`src/rtl/gpio_pkg.sv`:
```
package gpio_pkg;
    localparam int PINS       = 16;
    localparam int DW         = 32;
    localparam int AW         = 4;
    localparam int MODE_W     = 2;
    localparam int AF_W       = 4;
    localparam int AF_PER_REG = DW / AF_W;
    localparam int AF_REGS    = PINS / AF_PER_REG;
    localparam int KEY_BIT    = PINS;

    typedef enum logic [1:0] {
        PM_IN  = 2'd0,
        PM_OUT = 2'd1,
        PM_ALT = 2'd2,
        PM_ANA = 2'd3
    } pin_mode_e;

    typedef enum logic [AW-1:0] {
        A_MODE   = 4'd0,
        A_OTYPE  = 4'd1,
        A_SPEED  = 4'd2,
        A_PULL   = 4'd3,
        A_IN     = 4'd4,
        A_OUT    = 4'd5,
        A_SETCLR = 4'd6,
        A_LOCK   = 4'd7,
        A_AFLO   = 4'd8,
        A_AFHI   = 4'd9,
        A_CLR    = 4'd10
    } reg_addr_e;

    typedef enum logic [1:0] {
        LK_IDLE,
        LK_ONE,
        LK_ZERO,
        LK_ARMED
    } lock_st_e;

    typedef struct packed {
        logic          en;
        logic          we;
        logic [AW-1:0] addr;
        logic [DW-1:0] wdata;
    } bus_req_t;

    // widen a per-pin mask to a 2-bit-per-pin field mask
    function automatic logic [DW-1:0] spread2(input logic [PINS-1:0] m);
        logic [DW-1:0] r;
        r = '0;
        for (int i = 0; i < PINS; i++) r[MODE_W*i +: MODE_W] = {MODE_W{m[i]}};
        return r;
    endfunction

    // widen a mask of one selector word's pins to 4 bits per pin
    function automatic logic [DW-1:0] spread4(input logic [AF_PER_REG-1:0] m);
        logic [DW-1:0] r;
        r = '0;
        for (int i = 0; i < AF_PER_REG; i++) r[AF_W*i +: AF_W] = {AF_W{m[i]}};
        return r;
    endfunction

    function automatic logic [DW-1:0] keep_merge(input logic [DW-1:0] old_v,
                                                 input logic [DW-1:0] new_v,
                                                 input logic [DW-1:0] keep);
        return (old_v & keep) | (new_v & ~keep);
    endfunction
endpackage

```
`src/rtl/gpio_cfg_regs.sv`:
```
module gpio_cfg_regs
    import gpio_pkg::*;
(
    input  logic                  clk,
    input  logic                  rst,
    input  logic                  wr_mode,
    input  logic                  wr_otype,
    input  logic                  wr_speed,
    input  logic                  wr_pull,
    input  logic [AF_REGS-1:0]    wr_af,
    input  logic [DW-1:0]         wdata,
    input  logic [PINS-1:0]       lock_mask,
    output logic [DW-1:0]         mode_q,
    output logic [PINS-1:0]       otype_q,
    output logic [DW-1:0]         speed_q,
    output logic [DW-1:0]         pull_q,
    output logic [AF_REGS*DW-1:0] af_q
);
    logic [DW-1:0] keep2;
    assign keep2 = spread2(lock_mask);

    always_ff @(posedge clk) begin
        if (rst) begin
            mode_q  <= '0;
            otype_q <= '0;
            speed_q <= '0;
            pull_q  <= '0;
        end else begin
            if (wr_mode)  mode_q  <= keep_merge(mode_q, wdata, keep2);
            if (wr_speed) speed_q <= keep_merge(speed_q, wdata, keep2);
            if (wr_pull)  pull_q  <= keep_merge(pull_q, wdata, keep2);
            if (wr_otype) otype_q <= (otype_q & lock_mask) | (wdata[PINS-1:0] & ~lock_mask);
        end
    end

    for (genvar g = 0; g < AF_REGS; g++) begin : g_af
        logic [DW-1:0] af_r;
        logic [DW-1:0] keep4;
        assign keep4 = spread4(lock_mask[g*AF_PER_REG +: AF_PER_REG]);
        always_ff @(posedge clk) begin
            if (rst)          af_r <= '0;
            else if (wr_af[g]) af_r <= keep_merge(af_r, wdata, keep4);
        end
        assign af_q[g*DW +: DW] = af_r;
    end
endmodule

```
`src/rtl/gpio_lock_ctrl.sv`:
```
module gpio_lock_ctrl
    import gpio_pkg::*;
(
    input  logic              clk,
    input  logic              rst,
    input  logic              lk_wr,
    input  logic              lk_rd,
    input  logic [KEY_BIT:0]  lk_data,
    output logic [PINS-1:0]   lock_q,
    output logic              key_q
);
    lock_st_e        st_q, st_d;
    logic [PINS-1:0] pend_q;
    logic            key_in, same;

    assign key_in = lk_data[KEY_BIT];
    assign same   = (lk_data[PINS-1:0] == pend_q);

    // any break restarts: a key=1 write opens a new attempt
    always_comb begin
        st_d = key_in ? LK_ONE : LK_IDLE;
        case (st_q)
            LK_ONE:  if (!key_in && same) st_d = LK_ZERO;
            LK_ZERO: if (key_in && same)  st_d = LK_ARMED;
            default: ;
        endcase
    end

    always_ff @(posedge clk) begin
        if (rst) begin
            st_q   <= LK_IDLE;
            pend_q <= '0;
            lock_q <= '0;
            key_q  <= 1'b0;
        end else if (!key_q) begin
            if (lk_wr) begin
                st_q   <= st_d;
                pend_q <= lk_data[PINS-1:0];
            end else if (lk_rd && st_q == LK_ARMED) begin
                key_q  <= 1'b1;
                lock_q <= pend_q;
                st_q   <= LK_IDLE;
            end
        end
    end
endmodule

```
`src/rtl/gpio_out_data.sv`:
```
module gpio_out_data
    import gpio_pkg::*;
(
    input  logic            clk,
    input  logic            rst,
    input  logic            wr_full,
    input  logic            wr_setclr,
    input  logic            wr_clr,
    input  logic [DW-1:0]   wdata,
    output logic [PINS-1:0] out_q
);
    always_ff @(posedge clk) begin
        if (rst)            out_q <= '0;
        else if (wr_full)   out_q <= wdata[PINS-1:0];
        else if (wr_setclr) out_q <= (out_q & ~wdata[2*PINS-1:PINS]) | wdata[PINS-1:0];
        else if (wr_clr)    out_q <= out_q & ~wdata[PINS-1:0];
    end
endmodule

```
`src/rtl/gpio_in_sync.sv`:
```
module gpio_in_sync #(
    parameter int W = 16
) (
    input  logic         clk,
    input  logic         rst,
    input  logic [W-1:0] d,
    output logic [W-1:0] q
);
    logic [W-1:0] s1;
    always_ff @(posedge clk) begin
        if (rst) begin
            s1 <= '0;
            q  <= '0;
        end else begin
            s1 <= d;
            q  <= s1;
        end
    end
endmodule

```
`src/rtl/gpio_pad_drive.sv`:
```
module gpio_pad_drive
    import gpio_pkg::*;
(
    input  logic [DW-1:0]   mode_q,
    input  logic [PINS-1:0] otype_q,
    input  logic [PINS-1:0] out_q,
    input  logic [PINS-1:0] alt_dout,
    output logic [PINS-1:0] pad_oe,
    output logic [PINS-1:0] pad_out,
    output logic [PINS-1:0] pad_af_en
);
    for (genvar p = 0; p < PINS; p++) begin : g_pin
        pin_mode_e m;
        logic      drv, val;
        assign m            = pin_mode_e'(mode_q[MODE_W*p +: MODE_W]);
        assign drv          = (m == PM_OUT) || (m == PM_ALT);
        assign val          = (m == PM_ALT) ? alt_dout[p] : out_q[p];
        assign pad_oe[p]    = drv && (!otype_q[p] || !val);
        assign pad_out[p]   = drv && val;
        assign pad_af_en[p] = (m == PM_ALT);
    end
endmodule

```
`src/rtl/gpio_port.sv`:
```
module gpio_port
    import gpio_pkg::*;
(
    input  logic                  clk,
    input  logic                  rst,
    input  logic                  bus_en,
    input  logic                  bus_we,
    input  logic [AW-1:0]         bus_addr,
    input  logic [DW-1:0]         bus_wdata,
    output logic [DW-1:0]         bus_rdata,
    input  logic [PINS-1:0]       pad_in,
    input  logic [PINS-1:0]       alt_dout,
    output logic [PINS-1:0]       pad_out,
    output logic [PINS-1:0]       pad_oe,
    output logic [PINS-1:0]       pad_od,
    output logic [PINS-1:0]       pad_af_en,
    output logic [AF_REGS*DW-1:0] pad_af_sel,
    output logic [DW-1:0]         cfg_speed,
    output logic [DW-1:0]         cfg_pull
);
    bus_req_t req;
    logic     wr_go, rd_go;
    logic [AF_REGS-1:0] wr_af;

    logic [DW-1:0]         mode_q, speed_q, pull_q;
    logic [PINS-1:0]       otype_q, out_q, in_q, lock_q;
    logic                  key_q;
    logic [AF_REGS*DW-1:0] af_q;

    assign req   = '{en: bus_en, we: bus_we, addr: bus_addr, wdata: bus_wdata};
    assign wr_go = req.en && req.we;
    assign rd_go = req.en && !req.we;

    for (genvar g = 0; g < AF_REGS; g++) begin : g_afdec
        assign wr_af[g] = wr_go && (req.addr == AW'(A_AFLO) + AW'(g));
    end

    gpio_cfg_regs u_cfg (
        .clk       (clk),
        .rst       (rst),
        .wr_mode   (wr_go && req.addr == A_MODE),
        .wr_otype  (wr_go && req.addr == A_OTYPE),
        .wr_speed  (wr_go && req.addr == A_SPEED),
        .wr_pull   (wr_go && req.addr == A_PULL),
        .wr_af     (wr_af),
        .wdata     (req.wdata),
        .lock_mask (lock_q),
        .mode_q    (mode_q),
        .otype_q   (otype_q),
        .speed_q   (speed_q),
        .pull_q    (pull_q),
        .af_q      (af_q)
    );

    gpio_lock_ctrl u_lock (
        .clk     (clk),
        .rst     (rst),
        .lk_wr   (wr_go && req.addr == A_LOCK),
        .lk_rd   (rd_go && req.addr == A_LOCK),
        .lk_data (req.wdata[KEY_BIT:0]),
        .lock_q  (lock_q),
        .key_q   (key_q)
    );

    gpio_out_data u_out (
        .clk       (clk),
        .rst       (rst),
        .wr_full   (wr_go && req.addr == A_OUT),
        .wr_setclr (wr_go && req.addr == A_SETCLR),
        .wr_clr    (wr_go && req.addr == A_CLR),
        .wdata     (req.wdata),
        .out_q     (out_q)
    );

    gpio_in_sync #(.W(PINS)) u_sync (
        .clk (clk),
        .rst (rst),
        .d   (pad_in),
        .q   (in_q)
    );

    gpio_pad_drive u_pad (
        .mode_q    (mode_q),
        .otype_q   (otype_q),
        .out_q     (out_q),
        .alt_dout  (alt_dout),
        .pad_oe    (pad_oe),
        .pad_out   (pad_out),
        .pad_af_en (pad_af_en)
    );

    assign pad_od     = otype_q;
    assign pad_af_sel = af_q;
    assign cfg_speed  = speed_q;
    assign cfg_pull   = pull_q;

    always_comb begin
        bus_rdata = '0;
        if (rd_go) begin
            case (reg_addr_e'(req.addr))
                A_MODE:  bus_rdata = mode_q;
                A_OTYPE: bus_rdata[PINS-1:0] = otype_q;
                A_SPEED: bus_rdata = speed_q;
                A_PULL:  bus_rdata = pull_q;
                A_IN:    bus_rdata[PINS-1:0] = in_q;
                A_OUT:   bus_rdata[PINS-1:0] = out_q;
                A_LOCK: begin
                    bus_rdata[PINS-1:0] = lock_q;
                    bus_rdata[KEY_BIT]  = key_q;
                end
                A_AFLO:  bus_rdata = af_q[DW-1:0];
                A_AFHI:  bus_rdata = af_q[2*DW-1:DW];
                default: bus_rdata = '0;
            endcase
        end
    end
endmodule

```
`config.mk`:
```
export PLATFORM = sky130hd
export DESIGN_NAME = gpio_port
export DESIGN_NICKNAME = d
export VERILOG_FILES = /design/src/rtl/gpio_pkg.sv /design/src/rtl/gpio_cfg_regs.sv /design/src/rtl/gpio_lock_ctrl.sv /design/src/rtl/gpio_out_data.sv /design/src/rtl/gpio_in_sync.sv /design/src/rtl/gpio_pad_drive.sv /design/src/rtl/gpio_port.sv
export SDC_FILE = /design/constraint.sdc
export NUM_CORES = 1
export LEC_CHECK = 0
export BUFFER_PORTS_ARGS = -buffer_cell sky130_fd_sc_hd__buf_2
export CORE_MARGIN = 2
export CORE_UTILIZATION = 55
export DETAILED_ROUTE_END_ITERATION = 7
export HOLD_SLACK_MARGIN = 0.1
export PLACE_DENSITY = 0.82
export SLEW_MARGIN = 25
export SYNTH_ARGS = -nofsm -noshare
export SYNTH_HDL_FRONTEND = slang
export SYNTH_SLANG_ARGS = --single-unit
```
`constraint.sdc`:
```
create_clock -name clk -period 3.7 [get_ports clk]
set_input_delay 0.555 -clock clk [delete_from_list [all_inputs] [get_ports clk]]
set_output_delay 0.555 -clock clk [all_outputs]
set_load 0.03 [all_outputs]
```
==> flow_metrics.tcl <==
set metrics [dict create \
    overflow 0 \
    synth_edf_count 0 \
    die_w_um 153.8 \
    r2r_setup_slack_ns 2.13 \
    die_area_sq_um 23670 \
    post-cts-setup-buffer-count 0 \
    netlist_instances 1279 \
    post_cts_resized 0 \
    path_common_cell "buf_2" \
    path_cells "buf_2 > nor4b_4 > buf_4 > a221oi_1 > a21boi_0 > buf_2" \
    cts_buffers 27 \
    core_area_sq_um 21960 \
    routed_wl_um 41770 \
    critPathMaxFanout 28 \
    grt_pass1_vias 10780 \
    final_common_cell "buf_2" \
    drive_gt1_share_pct 29.13 \
    max_stage_delay_ns 0.61 \
    remaining_drc_errors 0 \
    grt_pass1_wl_um 63070 \
    path_clk_slew_ns 0.06 \
    vias 11410 \
    wl_met3_um 4753 \
    place_hpwl_um 30160 \
    r2r-end "u_lock.st_q[1]$_SDFFE_PP0P_" \
    multi_input_area_sq_um 6656 \
    grt_use_total_pct 34.07 \
    period_needed_ns 3.177 \
    pwr_density_cell_nw_per_um2 405.1 \
    setup_viol_count_final 0 \
    rsz0062_at_grt "false" \
    hold_ws_ns 0.2298 \
    hold_depth 2 \
    n_fill_cell 1673 \
    ys_top_cells_by_area "dfxtp_1 42%, mux2i_1 17%, nor2_1 7.0%" \
    synth_nets 1370 \
    start_util_pct 56.23 \
    worstHoldStart "pad_in[5]" \
    cts.sinks 259 \
    setup_slack_ns 0.5227 \
    drv_slew 0 \
    grt_max_degree 75 \
    drt-wirelength-per-cell_um 22.67 \
    via_per_inst 6.193 \
    synth.ff_latch_count 259 \
    maxUsedRoutingLayer "met4" \
    htreeDepth 1 \
    num_rows 54 \
    timing.rr.start "u_lock.st_q[0]$_SDFFE_PP0P_" \
    critical_path_class "in -> out" \
    drt_first_pass_iters 6 \
    ys_seq_area_share_pct 41.99 \
    yosysWarnings 0 \
    synth.avg_cell_area_sq_um 9.654 \
    insertion_delay_ns 0.53 \
    gp_congestion 0.9651 \
    met1Wirelength_um 16640 \
    synth-main-ff-cell "dfxtp_1" \
    antenna_found_initial 1 \
    dpl_worst_slack_ns 0.5663 \
    setup_tns_ns 0 \
    hold_path.class "in -> reg" \
    tritoncts "built" \
    io-pin-count 296 \
    crit_path_end_kind "output pin" \
    min_to "u_sync.s1[5]$_SDFF_PP0_" \
    seqCellArea_sq_um 5185 \
    area_growth_pct 21.42 \
    crit_path_start_kind "primary input" \
    netlist_area_sq_um 12350 \
    arrival_ns 2.62 \
    cts.path.max_buffers 3 \
    fin_worst_skew_ns 0.009381 \
    status "completed" \
    hold_viol_final 0 \
    synth_top_area_cell "dfxtp_1" \
    timing.fmax_ghz 0.3147 \
    cts_root_buf "clkbuf_16" \
    ff2ff_path_depth 5 \
    async_flop_share_pct 0 \
    ys_types 55 \
    maxCapViolations 0 \
    final_antenna_net_count 0 \
    worst_slew_pin_slew_ns 0.9379 \
    drt_iter0_drc 1331 \
    cp.required_ns 3.14 \
    period_share_pct 85.87 \
    synth_top_area_share_pct 41.99 \
    max_slew_margin_pct 37.47 \
    wl_met2_um 18660 \
    mostFrequentLayoutCells "294 x buf_2, 259 x dfxtp_1, 229 x nor2_1, 214 x mux2i_1, 48 x nor2b_1" \
    fp.dieH_um 153.8 \
    power.total_mw 6.073 \
    slowest_stage "nor4b_4" \
    ir_drop_v 0.0002738 \
    nets 1634 \
    io_buffers 295 \
    hold_buffers 0 \
    power.leakage_nw 5.924 \
]
==> layout make-up <==
cell class | instances | share of cell area (%)
multi-input cells | 897 | 44.40
flip-flops and latches | 259 | 34.58
repair buffers | 338 | 12.13
clock buffers | 38 | 5.182
well taps | 280 | 2.337
clock inverters | 10 | 0.8596
inverters | 20 | 0.5007
diodes | 1 | 0.01669
==> synthesized netlist by cell type, drive strengths merged, types with 2 or more instances <==
cell,n
xor2,13
nor4,5
a22oi,31
o21ai,5
a22o,27
nor2,230
nand2,24
a221o,13
or4b,2
a31oi,3
nand4b,3
o211ai,16
mux2,27
clkbuf,54
mux2i,214
o31a,13
and4bb,2
nor2b,48
xnor2,4
or4,3
a2111o,16
a211oi,3
dfxtp,259
or3,2
nand4bb,3
buf,49
nand4,2
a221oi,4
inv,20
a21oi,33
a21boi,3
a222oi,16
nor3b,4
nor3,83
ha,19
nand2b,19
==> report_power, final <==
part	switching [mW]	internal, mW	total (mW)
Clock	1.13	1.67	2.79
Sequential	0.0279	2.82	2.85
Combinational	0.297	0.132	0.429
==> per-layer routing <==
layer | up-vias | GRT usage [%]
met4 | 0 | 14.73
met5 | - | 0
met1 | 5457 | 45.89
li1 | 5098 | -
met3 | 133 | 7.074
met2 | 726 | 53.28
==> metrics by stage <==
| step | instance area [sq um] | cells | util (%) |
|---|---|---|---|
| 2_1_floorplan | 12350 | 1279 | - |
| 3_3_place_gp | 14080 | 1794 | 64.14 |
| 3_5_place_dp | 14080 | 1794 | 64.14 |
| 4_1_cts | 14990 | 1842 | 68.27 |
| 5_1_grt | 14990 | 1843 | 68.28 |
| 6_report | 14990 | 1843 | 68.28 |
==> worst max path at each step <==
stage	slack (ns)	to	start
after floorplan	0.78	bus_rdata[15]	bus_addr[1]
after global placement	0.56	bus_rdata[15]	bus_addr[3]
after detailed placement	0.57	bus_rdata[26]	bus_addr[3]
after CTS	0.59	bus_rdata[15]	bus_addr[3]
after global routing	0.38	bus_rdata[28]	bus_addr[3]
final	0.52	bus_rdata[15]	bus_addr[3]
==> critical path: cells and delay by family <==
family          cells  cell delay (ns)
buf+inv             3             0.99
simple gates        1             0.61
compound gates      2             0.44
==> logic make-up after synthesis <==
| group | Yosys count | synth area share (%) |
|---|---|---|
| XOR/XNOR | 17 | 1.206 |
| buffers and inverters | 123 | 4.458 |
| adder cells (fa/ha/maj) | 19 | 1.925 |
| flip-flops | 259 | 41.99 |
| multiplexers | 241 | 19.81 |
| AND/OR/NAND/NOR | 434 | 18.49 |
| AO/OA/AOI/OAI | 186 | 12.12 |
(Power assumes the default switching activity.)
